`src/rtl/ssm_pkg.sv`:
```
package ssm_pkg;
  typedef enum logic [1:0] {
    OP_HOLD  = 2'd0,
    OP_DOWN  = 2'd1,
    OP_UP    = 2'd2,
    OP_CLEAR = 2'd3
  } stepOp_e;

  typedef struct packed {
    logic    apply;
    stepOp_e op;
  } stepCtl_t;
endpackage

```
`src/rtl/ssm_ctrl.sv`:
```
module ssm_ctrl
  import ssm_pkg::*;
#(
  parameter int PRESCALE = 4,
  parameter int DWELL_W  = 6
) (
  input  logic               clk,
  input  logic               rstN,
  input  logic               enable,
  input  logic               pendulum,
  input  logic [DWELL_W-1:0] dwellUnits,
  input  logic               floorHit,
  input  logic               zeroHit,
  input  logic               atFloor,
  output stepCtl_t           ctl
);
  localparam int PRE_W = (PRESCALE > 1) ? $clog2(PRESCALE) : 1;

  logic               tick;
  logic               boundary;
  logic [DWELL_W-1:0] dwellCnt;
  logic               dirUp;
  logic               dirUpNext;

  generate
    if (PRESCALE > 1) begin : g_pre
      logic [PRE_W-1:0] preCnt;
      always_ff @(posedge clk or negedge rstN) begin
        if (!rstN) preCnt <= '0;
        else if (preCnt == PRE_W'(PRESCALE - 1)) preCnt <= '0;
        else preCnt <= preCnt + 1'b1;
      end
      assign tick = (preCnt == PRE_W'(PRESCALE - 1));
    end else begin : g_nopre
      assign tick = 1'b1;
    end
  endgenerate

  assign boundary = tick && (dwellCnt >= dwellUnits);

  always_ff @(posedge clk or negedge rstN) begin
    if (!rstN) dwellCnt <= '0;
    else if (boundary) dwellCnt <= '0;
    else if (tick) dwellCnt <= dwellCnt + 1'b1;
  end

  always_comb begin
    ctl.apply = boundary;
    ctl.op    = OP_HOLD;
    dirUpNext = dirUp;
    if (boundary) begin
      if (!enable) begin
        ctl.op    = OP_CLEAR;
        dirUpNext = 1'b0;
      end else if (!pendulum) begin
        ctl.op    = atFloor ? OP_CLEAR : OP_DOWN;
        dirUpNext = 1'b0;
      end else if (!dirUp) begin
        ctl.op    = OP_DOWN;
        dirUpNext = floorHit;
      end else begin
        ctl.op    = OP_UP;
        dirUpNext = !zeroHit;
      end
    end
  end

  always_ff @(posedge clk or negedge rstN) begin
    if (!rstN) dirUp <= 1'b0;
    else dirUp <= dirUpNext;
  end
endmodule

```
`src/rtl/ssm_dp.sv`:
```
module ssm_dp
  import ssm_pkg::*;
#(
  parameter int OFS_W = 8,
  parameter int LIMIT = 16
) (
  input  logic                    clk,
  input  logic                    rstN,
  input  stepCtl_t                ctl,
  input  logic [3:0]              upStep,
  input  logic [3:0]              downCode,
  output logic signed [OFS_W-1:0] offset,
  output logic                    stepStrobe,
  output logic                    floorHit,
  output logic                    zeroHit,
  output logic                    atFloor
);
  localparam int CW = OFS_W + 2;
  localparam logic signed [CW-1:0] FLOOR = -CW'(LIMIT);

  logic [3:0]             downMag;
  logic signed [CW-1:0]   curW;
  logic signed [CW-1:0]   downW;
  logic signed [CW-1:0]   upW;
  logic signed [CW-1:0]   candDown;
  logic signed [CW-1:0]   candUp;
  logic signed [CW-1:0]   nextW;

  assign downMag = 4'd0 - downCode;
  assign curW    = CW'(offset);
  assign downW   = $signed({{(CW-4){1'b0}}, downMag});
  assign upW     = $signed({{(CW-4){1'b0}}, upStep});

  always_comb begin
    candDown = curW - downW;
    if (candDown < FLOOR) candDown = FLOOR;
    candUp = curW + upW;
    if (candUp > 0) candUp = '0;
  end

  assign floorHit = (candDown == FLOOR);
  assign zeroHit  = (candUp == '0);
  assign atFloor  = (curW == FLOOR);

  always_comb begin
    unique case (ctl.op)
      OP_DOWN:  nextW = candDown;
      OP_UP:    nextW = candUp;
      OP_CLEAR: nextW = '0;
      default:  nextW = curW;
    endcase
  end

  always_ff @(posedge clk or negedge rstN) begin
    if (!rstN) begin
      offset     <= '0;
      stepStrobe <= 1'b0;
    end else begin
      stepStrobe <= ctl.apply && (nextW != curW);
      if (ctl.apply) offset <= nextW[OFS_W-1:0];
    end
  end
endmodule

```
`src/rtl/ssm_profile_gen.sv`:
```
module ssm_profile_gen
  import ssm_pkg::*;
#(
  parameter int OFS_W    = 8,
  parameter int LIMIT    = 16,
  parameter int PRESCALE = 4,
  parameter int DWELL_W  = 6
) (
  input  logic                    clk,
  input  logic                    rstN,
  input  logic                    enable,
  input  logic                    pendulum,
  input  logic [3:0]              upStep,
  input  logic [3:0]              downCode,
  input  logic [DWELL_W-1:0]      dwellUnits,
  output logic signed [OFS_W-1:0] offset,
  output logic                    stepStrobe
);
  stepCtl_t ctl;
  logic     floorHit;
  logic     zeroHit;
  logic     atFloor;

  ssm_ctrl #(.PRESCALE(PRESCALE), .DWELL_W(DWELL_W)) uCtrl (
    .clk(clk), .rstN(rstN), .enable(enable), .pendulum(pendulum),
    .dwellUnits(dwellUnits), .floorHit(floorHit), .zeroHit(zeroHit),
    .atFloor(atFloor), .ctl(ctl)
  );

  ssm_dp #(.OFS_W(OFS_W), .LIMIT(LIMIT)) uDp (
    .clk(clk), .rstN(rstN), .ctl(ctl), .upStep(upStep), .downCode(downCode),
    .offset(offset), .stepStrobe(stepStrobe), .floorHit(floorHit),
    .zeroHit(zeroHit), .atFloor(atFloor)
  );
endmodule

```
`config.mk`:
```
export PLATFORM = sky130hd
export DESIGN_NAME = ssm_profile_gen
export DESIGN_NICKNAME = d
export VERILOG_FILES = /design/src/rtl/ssm_pkg.sv /design/src/rtl/ssm_ctrl.sv /design/src/rtl/ssm_dp.sv /design/src/rtl/ssm_profile_gen.sv
export SDC_FILE = /design/constraint.sdc
export NUM_CORES = 1
export LEC_CHECK = 0
export CAP_MARGIN = 30
export CORE_MARGIN = 1
export CORE_UTILIZATION = 51
export CTS_CLUSTER_SIZE = 8
export DETAILED_ROUTE_END_ITERATION = 10
export HOLD_SLACK_MARGIN = 0.06
export PLACE_DENSITY = 0.77
export REMOVE_ABC_BUFFERS = 1
export SYNTH_ARGS = -nofsm -noshare
export SYNTH_HDL_FRONTEND = slang
export SYNTH_HIERARCHICAL = 1
export SYNTH_SLANG_ARGS = --single-unit
```
`constraint.sdc`:
```
create_clock -name clk -period 4.1 [get_ports clk]
set_clock_uncertainty 0.05 [all_clocks]
set_input_delay 1.23 -clock clk [delete_from_list [all_inputs] [get_ports clk]]
set_output_delay 1.23 -clock clk [all_outputs]
set_load 0.01 [all_outputs]
```
Word level (Yosys, flattened, before mapping)
Index checks and enable logic that the tools add are counted.

Bits in registers: 18. Latch bits: 0. Memory bits (writable): 0. Memory bits (read-only): 0. Word-level logic and storage cells: 39. Memories: 0.

$add $sub $neg: 5. Multiply operators: 0. Divide/modulo/power cells: 0. $lt $le $gt $ge: 3. Equal/unequal tests: 7. Shift-type cells: 0. Multiplexer cells: 14. Bitwise logic cells: 0. Reductions and logical operators: 5.

Operators by type and width (count): 10-bit one-hot mux with 3 select lines (1); 10-bit two-way mux (2); 2-bit two-way mux (6); 6-bit two-way mux (2); 10-bit by 5-bit == test with 1-bit output (second input constant) (1); 10-bit zero test (1); 10-bit by 5-bit < comparator with 1-bit output (second input constant) (1); 10-bit by 8-bit != test with 1-bit output (1); 8-bit by 5-bit adder with 9-bit output (1); 9-bit by 1-bit > comparator with 1-bit output (second input constant) (1); 8-bit by 5-bit subtractor with 9-bit output (1); 8-bit by 5-bit == test with 1-bit output (second input constant) (1); 6-bit by 1-bit adder with 6-bit output (second input constant) (1); 2-bit == test (second input constant) (3); 6-bit >= comparator (1); 1-bit by 4-bit subtractor with 4-bit output (first input constant) (1); 1-bit two-way mux (3); 2-bit by 1-bit adder with 2-bit output (second input constant) (1); 2-bit by 1-bit == test with 1-bit output (second input constant) (1); 1-bit logical AND (2); 2-bit nonzero test (1); 1-bit zero test (1).

Longest topological paths before layout
Word-level depth: 9. Depth in mapped cells: 18. Mapped depth without buffers: 18.

Cells and area by module
Netlist, hierarchy kept.

By module, submodules not included: ssm_dp (instances 1, cells an instance 190, area an instance 1445.1 µm², seq. area each 225.2 µm²); ssm_ctrl (instances 1, cells an instance 69, area an instance 676.9 µm², seq. area each 225.2 µm²).

Least setup slack after synthesis
OpenSTA, ideal clock, no wires.

Path type: input -> register. From: input port downCode[0]. To: register uDp.stepStrobe. Library setup time: 139 ps. Arrival time: 4706 ps. Data required time: 3911 ps. Setup slack: -795 ps. Cell stages on the path: 17. Path through: inv_1 > ha_1 > xor2_1 > ha_1 > nor2_1 > a211oi_1 > or2_2 > xnor2_1 > a41oi_1 > or2_2 > ha_1 > or3b_2 > a22oi_1 > o221ai_1 > a221o_1 > o41ai_1 > o21ai_1.

Word-level cells in the longest chain between the ends: 7.

RTL lines: start: declaration (line ssm_profile_gen.sv:14) `input logic [3:0] downCode,`; 1-bit by 4-bit subtractor with 4-bit output * (line ssm_dp.sv:29) `assign downMag = 4'd0 - downCode;`; 8-bit by 5-bit subtractor with 9-bit output * (line ssm_dp.sv:35) `candDown = curW - downW;`; 10-bit by 5-bit < comparator with 1-bit output (line ssm_dp.sv:36) `if (candDown < FLOOR) candDown = FLOOR;`; 10-bit two-way mux * (line ssm_dp.sv:36); 10-bit one-hot mux with 3 select lines * (line ssm_dp.sv:46) `unique case (ctl.op)`; 10-bit by 8-bit != test with 1-bit output * (line ssm_dp.sv:59) `stepStrobe <= ctl.apply && (nextW != curW);`; 1-bit logical AND * (line ssm_dp.sv:59); end signal: assignment (line ssm_dp.sv:59); end: declaration (line ssm_dp.sv:13) `output logic stepStrobe,`.

Mark *: on every way between the ends. The rest lies on a longest branch, timed or not. A chain may end at the register's enable or synchronous reset.

Worst setup path in the final report
From: input port downCode[2]. To: register uDp.stepStrobe.

Same word-level chain as after synthesis.

==> flow_metrics.env <==
export IMPL_hp_class="flop to flop"
export IMPL_synth_ff_latch_count=18
export IMPL_grt_start_max_net_pins=19
export IMPL_cap_viol_max_count=0
export IMPL_cts_made_buffers=3
export IMPL_stdcell_area_mm2=0.003209
export IMPL_area_enclosed_by_the_die_boundary_mm2=0.004423
export IMPL_post_synth_instance_area_mm2=0.002122
export IMPL_grt_setup_unrepaired="yes"
export IMPL_sum_of_internal_switching_and_leakage_power_mw=2.130
export IMPL_reg2reg_to="uDp/stepStrobe$_DFF_PN0_"
export IMPL_grt_pass1_vias=2464
export IMPL_slowest_delay_ps=380
export IMPL_layout_drive_gt1_share_pct=37.10
export IMPL_crit_path_category="primary input to flop"
export IMPL_maxSlewViolCount=0
export IMPL_dr_total_vias=2519
export IMPL_synth_edf_count=0
export IMPL_tritoncts="built"
export IMPL_min_from="uCtrl/g_pre.preCnt[0]$_DFF_PN0_"
export IMPL_ys_warnings_count=6
export IMPL_synthFlopType="dfrtp_1"
export IMPL_placed_cell_area_mm2=0.002814
export IMPL_r2r_start="uDp/offset[0]$_DFFE_PN0P_"
export IMPL_final_period_utilization_pct=111.6
export IMPL_area_delta_synth_final_pct=51.24
export IMPL_area_used_by_multi_input_combinational_logic_mm2=0.001767
export IMPL_fin_util_pct=80.23
export IMPL_total_number_of_cells_along_the_worst_setup_path=18
export IMPL_grt_overflow=0
export IMPL_synth_async_reset_ratio_pct=100.0
export IMPL_floorplan_rows=23
export IMPL_finalSetupViolations=1
export IMPL_crit_path_max_fanout=4
export IMPL_fillers=275
export IMPL_detailedPlacementHpwl_mm=5.278
export IMPL_clk_pin_slew_worst_paths_ps=80
export IMPL_synth_cell_type_count=67
export IMPL_antenna_found_initial=0
export IMPL_initial_core_util_pct=53.05
export IMPL_design_portCount=27
export IMPL_synth_most_common_cell="inv_1"
export IMPL_nets=384
export IMPL_clock_sink_count=18
export IMPL_gr_usage_all_layers_pct=35.24
export IMPL_residual_drc=1
export IMPL_maxClockFrequency_mhz=218.6
export IMPL_path_delay_family="compound AO/OA/AOI/OAI gates"
export IMPL_r2r_worst_path_cells=17
export IMPL_clock_path_buffers=2
export IMPL_synth_area_leader_cell="dfrtp_1"
export IMPL_diodes=0
export IMPL_finalWorstSetupSlack_ps=-475.3
export IMPL_timing_critical_path_slowest_stage_cell="a221o_1"
export IMPL_wirelength_mm=7.774
export IMPL_timing_critical_path_required_ps=4190
export IMPL_hold_violations=0
export IMPL_whs_ps=392.5
export IMPL_cts_root_buf="clkbuf_8"
export IMPL_post_drt_via_cell_ratio=6.377
export IMPL_die_width_um=66.51
export IMPL_start_kind="primary input"
export IMPL_worst_pin_slew_ps=925.5
export IMPL_crit_buf_inv=2
export IMPL_crit_chain="buf_6 -> nor3_4 -> xor2_2 -> ha_4 -> inv_2 -> a211oi_4 -> or2_4 -> xnor2_2 -> a41oi_2 -> or2_4 -> ha_4 -> nor3b_1 -> a21oi_1 -> o41a_1 -> o211ai_1 -> a221o_1 -> o41ai_2 -> o21ai_1"
export IMPL_hold_end="uCtrl/g_pre.preCnt[0]$_DFF_PN0_"
export IMPL_drt_wirelength_per_cell_um=19.68
export IMPL_r2r_setup_slack_ps=200
export IMPL_worstHoldPathCells=1
export IMPL_ff_latch_area_um2=450.4
export IMPL_core_region_area_mm2=0.004000
export IMPL_synth_yosys_seq_area_share_pct=21.23
export IMPL_synth_area_leaders="dfrtp_1 (21%), ha_1 (11%), inv_1 (3.9%)"
export IMPL_failed_checks="design-rule violations, negative setup slack"
export IMPL_critPathCaptureType="flop"
export IMPL_placement_io_buffers=26
export IMPL_ir_drop_mv=0.5582
export IMPL_slew_limit_headroom_pct=38.11
export IMPL_syn_inst=259
export IMPL_synthTopCellsByCount="inv_1 (22), dfrtp_1 (18), ha_1 (18)"
export IMPL_initialDrtViolationCount=219
export IMPL_outcome="finished, violations left"
export IMPL_post_route_min_period_ps=4575
export IMPL_antenna_violating_nets_post_route=0
export IMPL_grt_first_pass_wirelength_mm=11.64
export IMPL_arrival_time_worst_endpoint_ps=4660
export IMPL_synthesis_area_per_instance_um2=8.193
export IMPL_netlist_area_leader_share_pct=21.23
export IMPL_fp_dieH_um=66.51
export IMPL_total_leakage_power_nw=1.412
export IMPL_drt_first_pass_iters=10
export IMPL_power_density_mw_per_mm2=663.7
export IMPL_routabilityCongestion=0.9548
export IMPL_cts_htree_levels=1
export IMPL_clk_latency_ps=260
[metal layers]
layer	global-route usage [%]	vias up	part of all wire, %
met3	5.822	35	5.8
li1	-	1142	-
met2	59.18	125	49
met1	44.84	1217	41
met4	13.30	0	4.5
met5	0	-	0
[sequential cells by signal, indices dropped and copies added, names as in the netlist]
name	cells
uDp/offset	8
uCtrl/dwellCnt	6
uCtrl/g_pre.preCnt	2
uCtrl/dirUp	1
uDp/stepStrobe	1
[worst max path at each step]
stage | endpoint | from
2_1_floorplan | uDp/stepStrobe$_DFF_PN0_ | downCode[0]
3_3_place_gp | uDp/stepStrobe$_DFF_PN0_ | downCode[0]
3_5_place_dp | uDp/stepStrobe$_DFF_PN0_ | downCode[0]
4_1_cts | uDp/stepStrobe$_DFF_PN0_ | downCode[0]
5_1_grt | uDp/stepStrobe$_DFF_PN0_ | downCode[0]
6_report | uDp/stepStrobe$_DFF_PN0_ | downCode[2]
[metrics by stage]
stage / worst slack, ps / instances / TNS, ps
3_3_place_gp: -1297 / 380 / -6199
6_report: -475.3 / 395 / -475.3
5_1_grt: -583.4 / 395 / -727.8
3_5_place_dp: -1545 / 380 / -7563
4_1_cts: -390.9 / 394 / -450.8
2_1_floorplan: -908.0 / 248 / -1324
[area by class of cell]
cell class,instances,share of cell area (%)
clock buffers,4,1.715
multi-input cells,207,55.05
well taps,50,1.949
repair buffers,93,24.33
flip-flops and latches,18,14.04
inverters,23,2.924
[what timing repair did]
item / in CTS / in global routing
setup endpoints to repair: 9 / 8
setup buffers: 10 / 1
resized for setup: 48 / 22
hold buffers: 0 / 0
pin swaps: 18 / 22
[kinds of logic after synthesis]
logic type      synth area share, %
xor+xnor                      4.953
flops                         21.23
fa+ha+maj                     12.50
simple gates                  22.82
mux                           1.415
buf+inv                       6.486
compound gates                30.60
[worst register-to-register path, cell delays in order, from the launching register on]
cell and delay, ps:
dfrtp_1 390, inv_1 140, ha_1 230, inv_1 70
fa_2 370, a21oi_4 190, o21ai_2 100, nor4_4 260
a41oi_2 60, or2_4 280, ha_4 230, nor3b_1 150
a21oi_1 150, o41a_1 170, o211ai_1 90, a221o_1 380
o41ai_2 350, o21ai_1 110
[cell usage in the layout, fill, tap and decap left out, types with 3 or more instances in the layout]
cell,netlist,layout
or2_4,0,3
inv_1,22,18
nor2_1,15,12
o21ai_0,13,12
ha_1,18,13
nand3_1,7,7
o211ai_1,6,6
mux2i_1,3,3
a21o_1,7,7
clkbuf_8,0,4
nand2b_1,4,3
o21ai_1,3,3
dfrtp_1,18,18
buf_6,0,3
nor3_1,8,6
a21oi_1,14,11
clkdlybuf4s50_1,0,22
nand3b_1,3,3
nor3b_1,4,4
ha_4,0,5
inv_4,0,3
nand2_1,16,16
nor2b_1,3,3
a21oi_2,2,4
buf_4,2,65
xnor2_1,7,6
a31oi_1,5,5
xor2_1,5,3
[where the power goes]
group | switching [mW] | total [mW] | internal [mW]
combinational | 0.806 | 1.64 | 0.830
sequential | 0.108 | 0.339 | 0.231
clock | 0.0691 | 0.155 | 0.0855
(Power assumes the default switching activity.)
